## src/rtl/irqh_pkg.sv

```systemverilog
package irqh_pkg;
  localparam int unsigned REG_ADDR_W = 8;
  localparam logic [REG_ADDR_W-1:0] OFS_PEND  = 8'h48;
  localparam logic [REG_ADDR_W-1:0] OFS_MASK  = 8'h4C;
  localparam logic [REG_ADDR_W-1:0] OFS_CLEAR = 8'h50;
  localparam logic [REG_ADDR_W-1:0] OFS_FORCE = 8'h54;

  typedef enum logic [1:0] {
    SEL_NONE,
    SEL_PEND,
    SEL_MASK,
    SEL_FORCE
  } rd_sel_e;
endpackage

```

## src/rtl/irqh_regs.sv

```systemverilog
module irqh_regs
  import irqh_pkg::*;
#(
  parameter int unsigned NUM_LVL = 15
) (
  input  logic                  clk,
  input  logic                  rst_n,
  input  logic                  bus_sel,
  input  logic                  bus_we,
  input  logic [REG_ADDR_W-1:0] bus_addr,
  input  logic [NUM_LVL:1]      bus_wdata,
  input  logic [NUM_LVL:1]      pend_vec,
  output logic [NUM_LVL:1]      bus_rdata,
  output logic [NUM_LVL:1]      mask_q,
  output logic [NUM_LVL:1]      force_q,
  output logic [NUM_LVL:1]      clr_vec
);
  logic    wr_mask, wr_force, wr_clear;
  rd_sel_e rsel;

  assign wr_mask  = bus_sel && bus_we && (bus_addr == OFS_MASK);
  assign wr_force = bus_sel && bus_we && (bus_addr == OFS_FORCE);
  assign wr_clear = bus_sel && bus_we && (bus_addr == OFS_CLEAR);
  assign clr_vec  = wr_clear ? bus_wdata : '0;

  always_ff @(posedge clk) begin
    if (!rst_n) begin
      mask_q  <= '0;
      force_q <= '0;
    end else begin
      if (wr_mask)  mask_q  <= bus_wdata;
      if (wr_force) force_q <= bus_wdata;
    end
  end

  always_comb begin
    rsel = SEL_NONE;
    if (bus_sel && !bus_we) begin
      unique case (bus_addr)
        OFS_PEND:  rsel = SEL_PEND;
        OFS_MASK:  rsel = SEL_MASK;
        OFS_FORCE: rsel = SEL_FORCE;
        default:   rsel = SEL_NONE;
      endcase
    end
  end

  always_comb begin
    unique case (rsel)
      SEL_PEND:  bus_rdata = pend_vec;
      SEL_MASK:  bus_rdata = mask_q;
      SEL_FORCE: bus_rdata = force_q;
      default:   bus_rdata = '0;
    endcase
  end
endmodule

```

## src/rtl/irqh_pend.sv

```systemverilog
module irqh_pend #(
  parameter int unsigned NUM_LVL = 15,
  localparam int unsigned LVL_W = $clog2(NUM_LVL + 1)
) (
  input  logic              clk,
  input  logic              rst_n,
  input  logic [NUM_LVL:1]  src_evt,
  input  logic [NUM_LVL:1]  clr_vec,
  input  logic              ack_valid,
  input  logic [LVL_W-1:0]  ack_lvl,
  output logic [NUM_LVL:1]  pend_q
);
  for (genvar g = 1; g <= NUM_LVL; g++) begin : g_bit
    logic ack_hit;
    assign ack_hit = ack_valid && (ack_lvl == LVL_W'(g));
    always_ff @(posedge clk) begin
      if (!rst_n)          pend_q[g] <= 1'b0;
      else if (src_evt[g]) pend_q[g] <= 1'b1;
      else if (clr_vec[g] || ack_hit) pend_q[g] <= 1'b0;
    end
  end
endmodule

```

## src/rtl/irqh_prio.sv

```systemverilog
module irqh_prio #(
  parameter int unsigned NUM_LVL = 15,
  localparam int unsigned LVL_W = $clog2(NUM_LVL + 1)
) (
  input  logic [NUM_LVL:1] req,
  output logic [LVL_W-1:0] lvl
);
  always_comb begin
    lvl = '0;
    for (int i = 1; i <= NUM_LVL; i++) begin
      if (req[i]) lvl = LVL_W'(i);
    end
  end
endmodule

```

## src/rtl/irqh_top.sv

```systemverilog
module irqh_top
  import irqh_pkg::*;
#(
  parameter int unsigned NUM_LVL = 15,
  localparam int unsigned LVL_W = $clog2(NUM_LVL + 1)
) (
  input  logic                  clk,
  input  logic                  rst_n,
  input  logic [NUM_LVL:1]      src_evt,
  input  logic                  bus_sel,
  input  logic                  bus_we,
  input  logic [REG_ADDR_W-1:0] bus_addr,
  input  logic [NUM_LVL:1]      bus_wdata,
  output logic [NUM_LVL:1]      bus_rdata,
  input  logic                  ack_valid,
  input  logic [LVL_W-1:0]      ack_lvl,
  output logic [LVL_W-1:0]      irq_lvl
);
  logic [NUM_LVL:1] pend_q, mask_q, force_q, clr_vec, req_vec;

  irqh_regs #(.NUM_LVL(NUM_LVL)) u_regs (
    .clk(clk), .rst_n(rst_n), .bus_sel(bus_sel), .bus_we(bus_we),
    .bus_addr(bus_addr), .bus_wdata(bus_wdata), .pend_vec(pend_q),
    .bus_rdata(bus_rdata), .mask_q(mask_q), .force_q(force_q),
    .clr_vec(clr_vec)
  );

  irqh_pend #(.NUM_LVL(NUM_LVL)) u_pend (
    .clk(clk), .rst_n(rst_n), .src_evt(src_evt), .clr_vec(clr_vec),
    .ack_valid(ack_valid), .ack_lvl(ack_lvl), .pend_q(pend_q)
  );

  assign req_vec = (pend_q | force_q) & mask_q;

  irqh_prio #(.NUM_LVL(NUM_LVL)) u_prio (
    .req(req_vec), .lvl(irq_lvl)
  );
endmodule

```

## config.mk

```make
export PLATFORM = sky130hd
export DESIGN_NAME = irqh_top
export DESIGN_NICKNAME = d
export VERILOG_FILES = /design/src/rtl/irqh_pkg.sv /design/src/rtl/irqh_regs.sv /design/src/rtl/irqh_pend.sv /design/src/rtl/irqh_prio.sv /design/src/rtl/irqh_top.sv
export SDC_FILE = /design/constraint.sdc
export NUM_CORES = 1
export LEC_CHECK = 0
export BUFFER_PORTS_ARGS = -buffer_cell sky130_fd_sc_hd__buf_2
export CAP_MARGIN = 10
export CORE_MARGIN = 2
export CORE_UTILIZATION = 33
export CTS_BUF_LIST = sky130_fd_sc_hd__clkbuf_2
export CTS_CLUSTER_DIAMETER = 50
export DETAILED_ROUTE_END_ITERATION = 6
export SLEW_MARGIN = 5
export SYNTH_ARGS = -nofsm -noshare
export SYNTH_HDL_FRONTEND = slang
export SYNTH_HIERARCHICAL = 1
export SYNTH_SLANG_ARGS = --single-unit
```

## constraint.sdc

```tcl
create_clock -name clk -period 1.7 [get_ports clk]
set_clock_uncertainty 0.1 [all_clocks]
set_input_delay 0.085 -clock clk [delete_from_list [all_inputs] [get_ports clk]]
set_output_delay 0.085 -clock clk [all_outputs]
set_load 0.05 [all_outputs]
```

-- Yosys cells after proc, flatten, opt, wreduce, memory -nomap -nowiden
Index checks and enable logic that the tools add are counted.
- eq/ne operators: 22
- bitwise logic cells: 2
- mux-type cells: 49
- reductions and logical operators: 51
- operators by type and width (kind ; count):
    $pmux 15 s3 ; 1
    $eq 4x4->1 const B ; 8
    $eq 8x7->1 const B ; 4
    $mux 4 ; 8
    $mux 1 ; 31
    $reduce_bool 2->1 ; 15
    $logic_and 1x1->1 ; 20
    $eq 4x3->1 const B ; 4
    $and 15x15->15 ; 1
    $logic_or 1x1->1 ; 15
    $mux 15 ; 1
    $or 15x15->15 ; 1
    $mux 3 ; 4
    $eq 4x2->1 const B ; 2
    $mux 2 ; 3
    $pmux 2 s3 ; 1
    $eq 2x2->1 const B ; 2
    $eq 4x1->1 const B ; 1
    $eq 2x1->1 const B ; 1
    $logic_not 1->1 ; 1
- output and inout port bits: 19
- word-level logic and storage cells: 141
- flip-flop bits (word level): 45

-- Logic depth before layout (Yosys ltp)
Gate-level depths: netlist (run 1).
- depth in word-level cells: 17
- gate-level depth with buffers: 7
- gate-level depth less buffers: 5

-- By module
The synthesis (run 1) kept the hierarchy.
- modules (own cells, without submodules) (module ; cells an instance ; instances ; area each (µm²)):
    irqh_regs ; 178 ; 1 ; 1614.0
    irqh_pend ; 83 ; 1 ; 895.9
    irqh_prio ; 25 ; 1 ; 141.4
    irqh_top ; 15 ; 1 ; 112.6

-- Least setup slack after synthesis (run 1)
OpenSTA, ideal clock, no wires.
- path type: register to output
- from: reg u_regs/force_q[11] (netlist bit)
- to: out irq_lvl[2]
- path slack: -0.343 ns
- stages on the path, launching flop included: 5
- arrival: 1.858 ns
- path buffers: 0
- cells stage by stage: dfxtp_1 o21a_1 nor2_1 nand2_1 o21ai_0
- longest elaborated chain between the ends: 7
- ends and longest elaborated chain (what ; RTL line ; RTL):
    from (decl) ; irqh_regs.sv:15 ; output logic [NUM_LVL:1] force_q,
    from (signal assigned) ; irqh_regs.sv:32 ; if (wr_force) force_q <= bus_wdata;
    $or 15x15->15 ; irqh_top.sv:33 ; assign req_vec = (pend_q | force_q) & mask_q;
    $and 15x15->15 ; irqh_top.sv:33 ;
    net req_vec, one bit ; irqh_top.sv:19 ; logic [NUM_LVL:1] pend_q, mask_q, force_q, clr_vec, req_vec;
    $mux 4 (5 in a row) ; irqh_prio.sv:11 ; if (req[i]) lvl = LVL_W'(i);
    to (decl) ; irqh_top.sv:17 ; output logic [LVL_W-1:0] irq_lvl
The timed path passes the listed nets, and every way through them passes these cells.

-- Final worst setup path (run 1)
- from: reg u_pend/pend_q[9] (netlist bit)
- to: out irq_lvl[0]
- longest elaborated chain between the ends: 9
- ends and longest elaborated chain (what ; RTL line ; RTL):
    from (decl) ; irqh_pend.sv:11 ; output logic [NUM_LVL:1] pend_q
    from (signal, indexed assignment) ; irqh_pend.sv:17 ; if (!rst_n) pend_q[g] <= 1'b0;
    from (signal, indexed assignment) ; irqh_pend.sv:18 ; else if (src_evt[g]) pend_q[g] <= 1'b1;
    from (signal, indexed assignment) ; irqh_pend.sv:19 ; else if (clr_vec[g] || ack_hit) pend_q[g] <= 1'b0;
    $or 15x15->15 ; irqh_top.sv:33 ;
    $and 15x15->15 ; irqh_top.sv:33 ;
    net req_vec, one bit ; irqh_top.sv:19 ;
    $mux 4 (7 in a row) ; irqh_prio.sv:11 ;
The timed path passes the listed nets, and every way through them passes these cells.

==> results of run 1 <==
-- path summary, 6_finish.rpt --
path,endpoint,cells after the start
worst max-delay path,irq_lvl[0],5
worst min-delay path,u_regs/force_q[13],4
worst max register to register,u_pend/pend_q[14],3
worst min register to register,u_regs/force_q[13],2
-- per-stage QoR --
step	hold slack [ns]	area, um2
floorplan	0.132	2800
global placement	0.250	3390
detailed placement	0.251	3390
CTS	0.0232	4050
global route	0.00726	4140
finish	0.0367	4140
-- state kept, by name, summed over array words and instances (netlist names) --
register	cells
u_pend/pend_q	15
u_regs/force_q	15
u_regs/mask_q	15
-- layout make-up --
class                           instances  area [um2]  share of cell area
Tap cell                              105         131              0.0318
Clock inverter                          1        3.75            0.000907
Sequential cell                        45         927               0.224
Timing Repair Buffer                  136        1210               0.292
Multi-Input combinational cell        204        1710               0.414
Inverter                               33         124              0.0299
Clock buffer                            6        30.0             0.00726
-- worst reg2reg max path, stage by stage, from the launching register on --
cell      delay, ns
dfxtp_2        0.40
buf_4          0.13
nand2b_1       0.07
a221oi_2       0.26
-- kinds of logic after synthesis --
family,count (synthesis),share of synthesized area
AOI/OAI and AO/OA,82,0.287
DFF,45,0.326
and+or+nand+nor,122,0.288
buffers and inverters,52,0.0987
-- timing repair --
item | 4_1_cts | 5_1_grt
gates cloned | 1 | 0
pin swaps | 11 | 13
buffers inserted | 5 | 0
gates resized for setup | 64 | 29
endpoints found under the setup margin | 19 | 19
endpoints found under the hold margin | 45 | 0
hold buffers | 35 | 0
-- placed cells by master (no fill, tap or decap), types with 4 or more instances in the layout --
| master | count |
|---|---|
| buf_4 | 22 |
| nor2_1 | 4 |
| inv_2 | 11 |
| buf_2 | 45 |
| dfxtp_1 | 24 |
| nor3b_2 | 7 |
| buf_8 | 7 |
| nand2b_1 | 19 |
| nor3_1 | 4 |
| and3b_1 | 4 |
| a221oi_2 | 15 |
| and2_1 | 15 |
| a222oi_1 | 15 |
| o21a_1 | 13 |
| nand3_1 | 28 |
| dlygate4sd3_1 | 35 |
| clkbuf_2 | 6 |
| buf_6 | 21 |
| inv_1 | 22 |
| nand2_1 | 16 |
| nor4_4 | 4 |
| dfxtp_2 | 21 |
| o21ai_2 | 28 |
| buf_12 | 5 |
-- report_power, final --
group | internal, W | switching [W] | total [W]
Combinational | 0.000198 | 0.000179 | 0.000378
Clock | 0.0000958 | 0.000339 | 0.000434
Sequential | 0.00109 | 0.0000257 | 0.00111
-- layer usage --
layer  up-vias  share of wire  wire (um)
li1       1360              -          -
met1      1226           0.47       3860
met2        94           0.45       3670
met3        11          0.065        538
met4         0          0.019        153
met5         -              0          0
==> reports/qor.txt, run 1 <==
#FFs+latches synth: 45
CTS buffer count: 5
wire length per cell: 15.5 um
Reg-to-Reg Start: u_pend/pend_q[14]
die span in y: 95.5 um
hpwl dp: 5770 um
Max Freq: 473 MHz
Synth Instances: 301
Hold Path Class: in2reg
Finished Layout Cells: 530
Yosys cell types: 38
DR iter-0 viols: 208
crit path from: u_pend/pend_q[9]
largest net degree at the start of global routing: 46
synth-to-layout area growth: 49.7%
GP Congestion: 0.775
worst vdd ir: 0.000271 V
setup slack after layout: -0.413 ns
drt drc: 0
vias in the first global route: 2561
CTS tree: built
top-count cell post-synth: dfxtp_1
violated checks: setup timing
# setup viols final: 19
clock latency on the worst-skew pair: 0.41 ns
Post-Syn Area per Cell: 9.18 um2
critical path cell sequence: o21a_1 -> or3b_1 -> a311oi_2 -> a31oi_2 -> buf_6
slowest cell delay on critical path: 0.40 ns
Die X: 95.5 um
TritonRoute pass-1 iters: 5
H-tree depth: 2
Pwr Total: 0.00193 W
io pins: 66
Slew Viols, Final: 0
initial core utilization: 0.338
drt via density: 5.08
asr flop ratio synth: 0
pin slew with the least headroom to its limit: 0.474 ns
yosys warns: 6
crit path buf inv count: 1
share of the synthesized area in the top cell type: 0.326
setup TNS: -1.40 ns
top post-synthesis cells by count: 45 x dfxtp_1, 32 x inv_1, 28 x nand3_1
unrepaired setup endpoints after global routing: true
Clock Sinks: 45
crit path DAT: 1.93 ns
# nets final: 472
Synth area leaders: dfxtp_1 33%, o21ai_2 8.6%, a221oi_2 8.1%
Req. time, crit path: 1.51 ns
clk slew on worst S/H paths: 0.22 ns
initial antenna violation count: 0
crit start category: register
syn nets: 348
Filler cells: 760
Worst Min Path Start: rst_n
Clock Tree Root: clkbuf_2
CP max stage cell: or3b_1
# rows: 33
Synth area leader: dfxtp_1
grt ovf: 0
max-cap viol count: 0
post-route antenna net violation count: 0
die area: 9120 um2
Slew HR: 0.684
share of cells above drive strength 1: 0.504
status: finished with violations
Top Usage Layer GRT: met2
crit path capture type: primary output
GRT met2 Usage: 0.293
DP Cell Count: 482
part of the Yosys area used for sequential elements: 0.326
routed wire length: 8230 um
Place WS: -0.227 ns
CTS Buffer Depth: 2
routing usage on met3: 0.0340
Power Density: 466 nW/um2
leak pwr: 1.79 nW
core area: 8180 um2
crit share post-route: 1.24
via count: 2691
Crit Path Max Fanout: 2
post-synthesis cell area: 2760 um2
Final Util: 0.506
Post-synth EDFFs: 0
GR Util All Layers: 0.187
port bufs: 65
R2R setup slack: 0.67 ns
final hold vios: 0
critical path class: reg2out
global-route wire length before repair: 13100 um
met1 Use GR: 0.261
Synth Flop Type: dfxtp_1
ANT cells: 0
fin crit period: 2.11 ns
critical path's top delay family: compound AO/OA/AOI/OAI gates
No activity file was read; power rests on OpenSTA's default activity.
==> run 2, diff against run 1 <==
==> constraint.sdc (replaced) <==
create_clock -name clk -period 2.2 [get_ports clk]
set_clock_uncertainty 0.1 [all_clocks]
set_input_delay 0.11 -clock clk [delete_from_list [all_inputs] [get_ports clk]]
set_output_delay 0.11 -clock clk [all_outputs]
set_load 0.05 [all_outputs]
==> reports/qor.txt, run 2 (same netlist as run 1, synthesis figures left out) <==
status: completed (was finished with violations)
# rows: 33 (unchanged)
routed wire length: 7410 um (was 8230 um)
die span in y: 95.5 um (unchanged)
crit path DAT: 1.91 ns (was 1.93 ns)
# setup viols final: 0 (was 19)
leak pwr: 1.62 nW (was 1.79 nW)
fin crit period: 2.12 ns
Filler cells: 830 (was 760)
Final Util: 0.443 (was 0.506)
R2R Path End: u_pend/pend_q[4] (was u_pend/pend_q[14])
CTS buffer count: 5 (unchanged)
Worst Min Path Start: ack_valid (was rst_n)
H-tree depth: 2 (unchanged)
crit start category: register (unchanged)
core area: 8180 um2 (unchanged)
die area: 9120 um2 (unchanged)
vias in the first global route: 2295 (was 2561)
Largest regs: u_pend/pend_q x15, u_regs/force_q x15, u_regs/mask_q x15 (unchanged)
Max Freq: 472 MHz
Req. time, crit path: 1.99 ns (was 1.51 ns)
# nets final: 450 (was 472)
Hold Path Class: in2reg (unchanged)
pin slew with the least headroom to its limit: 0.430 ns (was 0.474 ns)
crit share post-route: 0.963
unrepaired setup endpoints after global routing: false (was true)
post-route antenna net violation count: 0 (unchanged)
setup TNS: 0 ns (was -1.40 ns)
clock latency on the worst-skew pair: 0.39 ns (was 0.41 ns)
Slew HR: 0.713 (was 0.684)
crit path from: u_pend/pend_q[9] (unchanged)
port bufs: 65 (unchanged)
Die X: 95.5 um (unchanged)
ANT cells: 0 (unchanged)
drt drc: 0 (unchanged)
hpwl dp: 5280 um (was 5770 um)
max-cap viol count: 0 (unchanged)
commonest non-fill, non-tap cell in the layout: buf_2 (unchanged)
GR Util All Layers: 0.166 (was 0.187)
Clock Tree Root: clkbuf_2 (unchanged)
placed inst area: 3110 um2 (was 3390 um2)
fin area: 3620 um2 (was 4140 um2)
largest net degree at the start of global routing: 31 (was 46)
R2R depth: 3 (unchanged)
Slew Viols, Final: 0 (unchanged)
DR iter-0 viols: 303 (was 208)
io pins: 66 (unchanged)
Critical path destination: irq_lvl[0] (unchanged)
share of cells above drive strength 1: 0.365 (was 0.504)
grt ovf: 0 (unchanged)
Clock Sinks: 45 (unchanged)
clk slew on worst S/H paths: 0.22 ns (about the same)
global-route wire length before repair: 11800 um (was 13100 um)
CTS tree: built (unchanged)
drt via density: 5.10 (was 5.08)
initial core utilization: 0.338 (unchanged)
Reg-to-Reg Start: u_pend/pend_q[4] (was u_pend/pend_q[14])
Crit Path Max Fanout: 3 (was 2)
worst vdd ir: 0.000224 V (was 0.000271 V)
initial antenna violation count: 0 (unchanged)
crit path capture type: primary output (unchanged)
GP Congestion: 0.723 (was 0.775)
synth-to-layout area growth: 31.0% (was 49.7%)
critical path class: reg2out (unchanged)
TritonRoute pass-1 iters: 6 (was 5)
R2R setup slack: 0.67 ns (about the same)
Power Density: 430 nW/um2 (was 466 nW/um2)
most frequent cells in the layout: 64 x buf_2, 42 x dlygate4sd3_1, 41 x dfxtp_1 (was 45 x buf_2, 35 x dlygate4sd3_1, 28 x o21ai_2, 28 x nand3_1, 24 x dfxtp_1)
via count: 2592 (was 2691)
final hold vios: 0 (unchanged)
CTS Buffer Depth: 2 (unchanged)
wire length per cell: 14.6 um (was 15.5 um)
[run 2: final cells by class]
type                       count  area [um2]  area share
inverter                      33         124      0.0342
multi-input combinational    204        1600       0.442
tap                          105         131      0.0363
clock inverter                 2        35.0     0.00968
sequential                    45         906       0.250
timing repair buffer         114         801       0.221
clock buffer                   5        25.0     0.00691
[run 2: worst min path at each step]
| stage | to | slack (ns) | cells past startpoint |
|---|---|---|---|
| final | u_pend/pend_q[15] | 0.04 | 3 |
| after global routing | u_pend/pend_q[15] | 0.008 | 3 |
| after CTS | u_pend/pend_q[15] | 0.02 | 3 |
| after detailed placement | u_pend/pend_q[3] | 0.28 | 3 |
| after global placement | u_pend/pend_q[3] | 0.28 | 3 |
| after floorplan | u_pend/pend_q[10] | 0.16 | 2 |
[run 2: where the power goes]
| group | internal [W] | total, W | switching, W | leakage [nW] |
|---|---|---|---|---|
| Sequential | 0.000838 | 0.000862 | 0.0000234 | 0.369 |
| Combinational | 0.000131 | 0.000249 | 0.000118 | 1.21 |
| Clock | 0.000185 | 0.000446 | 0.000261 | 0.0388 |
| Total | 0.00115 | 0.00156 | 0.000402 | 1.62 |
[run 2: critical path: stages (launching register included)]
cell	delay, ns
dfxtp_2	0.38
o21a_1	0.22
or3b_1	0.40
a311oi_2	0.24
a31oi_1	0.06
buf_4	0.19
[run 2: timing repair]
action,4_1_cts,5_1_grt
cloned,0,0
pin swaps,0,4
gates resized for setup,1,7
endpoints found under the hold margin,45,0
endpoints found under the setup margin,1,2
setup buffers,0,2
hold buffers,42,0
[run 2: per-stage QoR]
stage / hold WS [ns] / worst slack [ns] / power, W / cells
4_1_cts: 0.0180 / 0.0159 / 0.00157 / 506
3_3_place_gp: 0.275 / 0.249 / 0.00105 / 457
6_report: 0.0395 / 0.0819 / 0.00156 / 508
2_1_floorplan: 0.157 / 0.132 / 0.000979 / 301
5_1_grt: 0.00788 / 0.000166 / 0.00162 / 508
3_5_place_dp: 0.279 / 0.217 / 0.00106 / 457
[run 2: per-layer routing]
layer / track usage / vias to the layer above / wire length [um]
li1: - / 1313 / -
met2: 0.258 / 80 / 3380
met3: 0.0229 / 7 / 465
met4: 0.0393 / 0 / 73
met5: 0 / - / 0
met1: 0.243 / 1192 / 3490
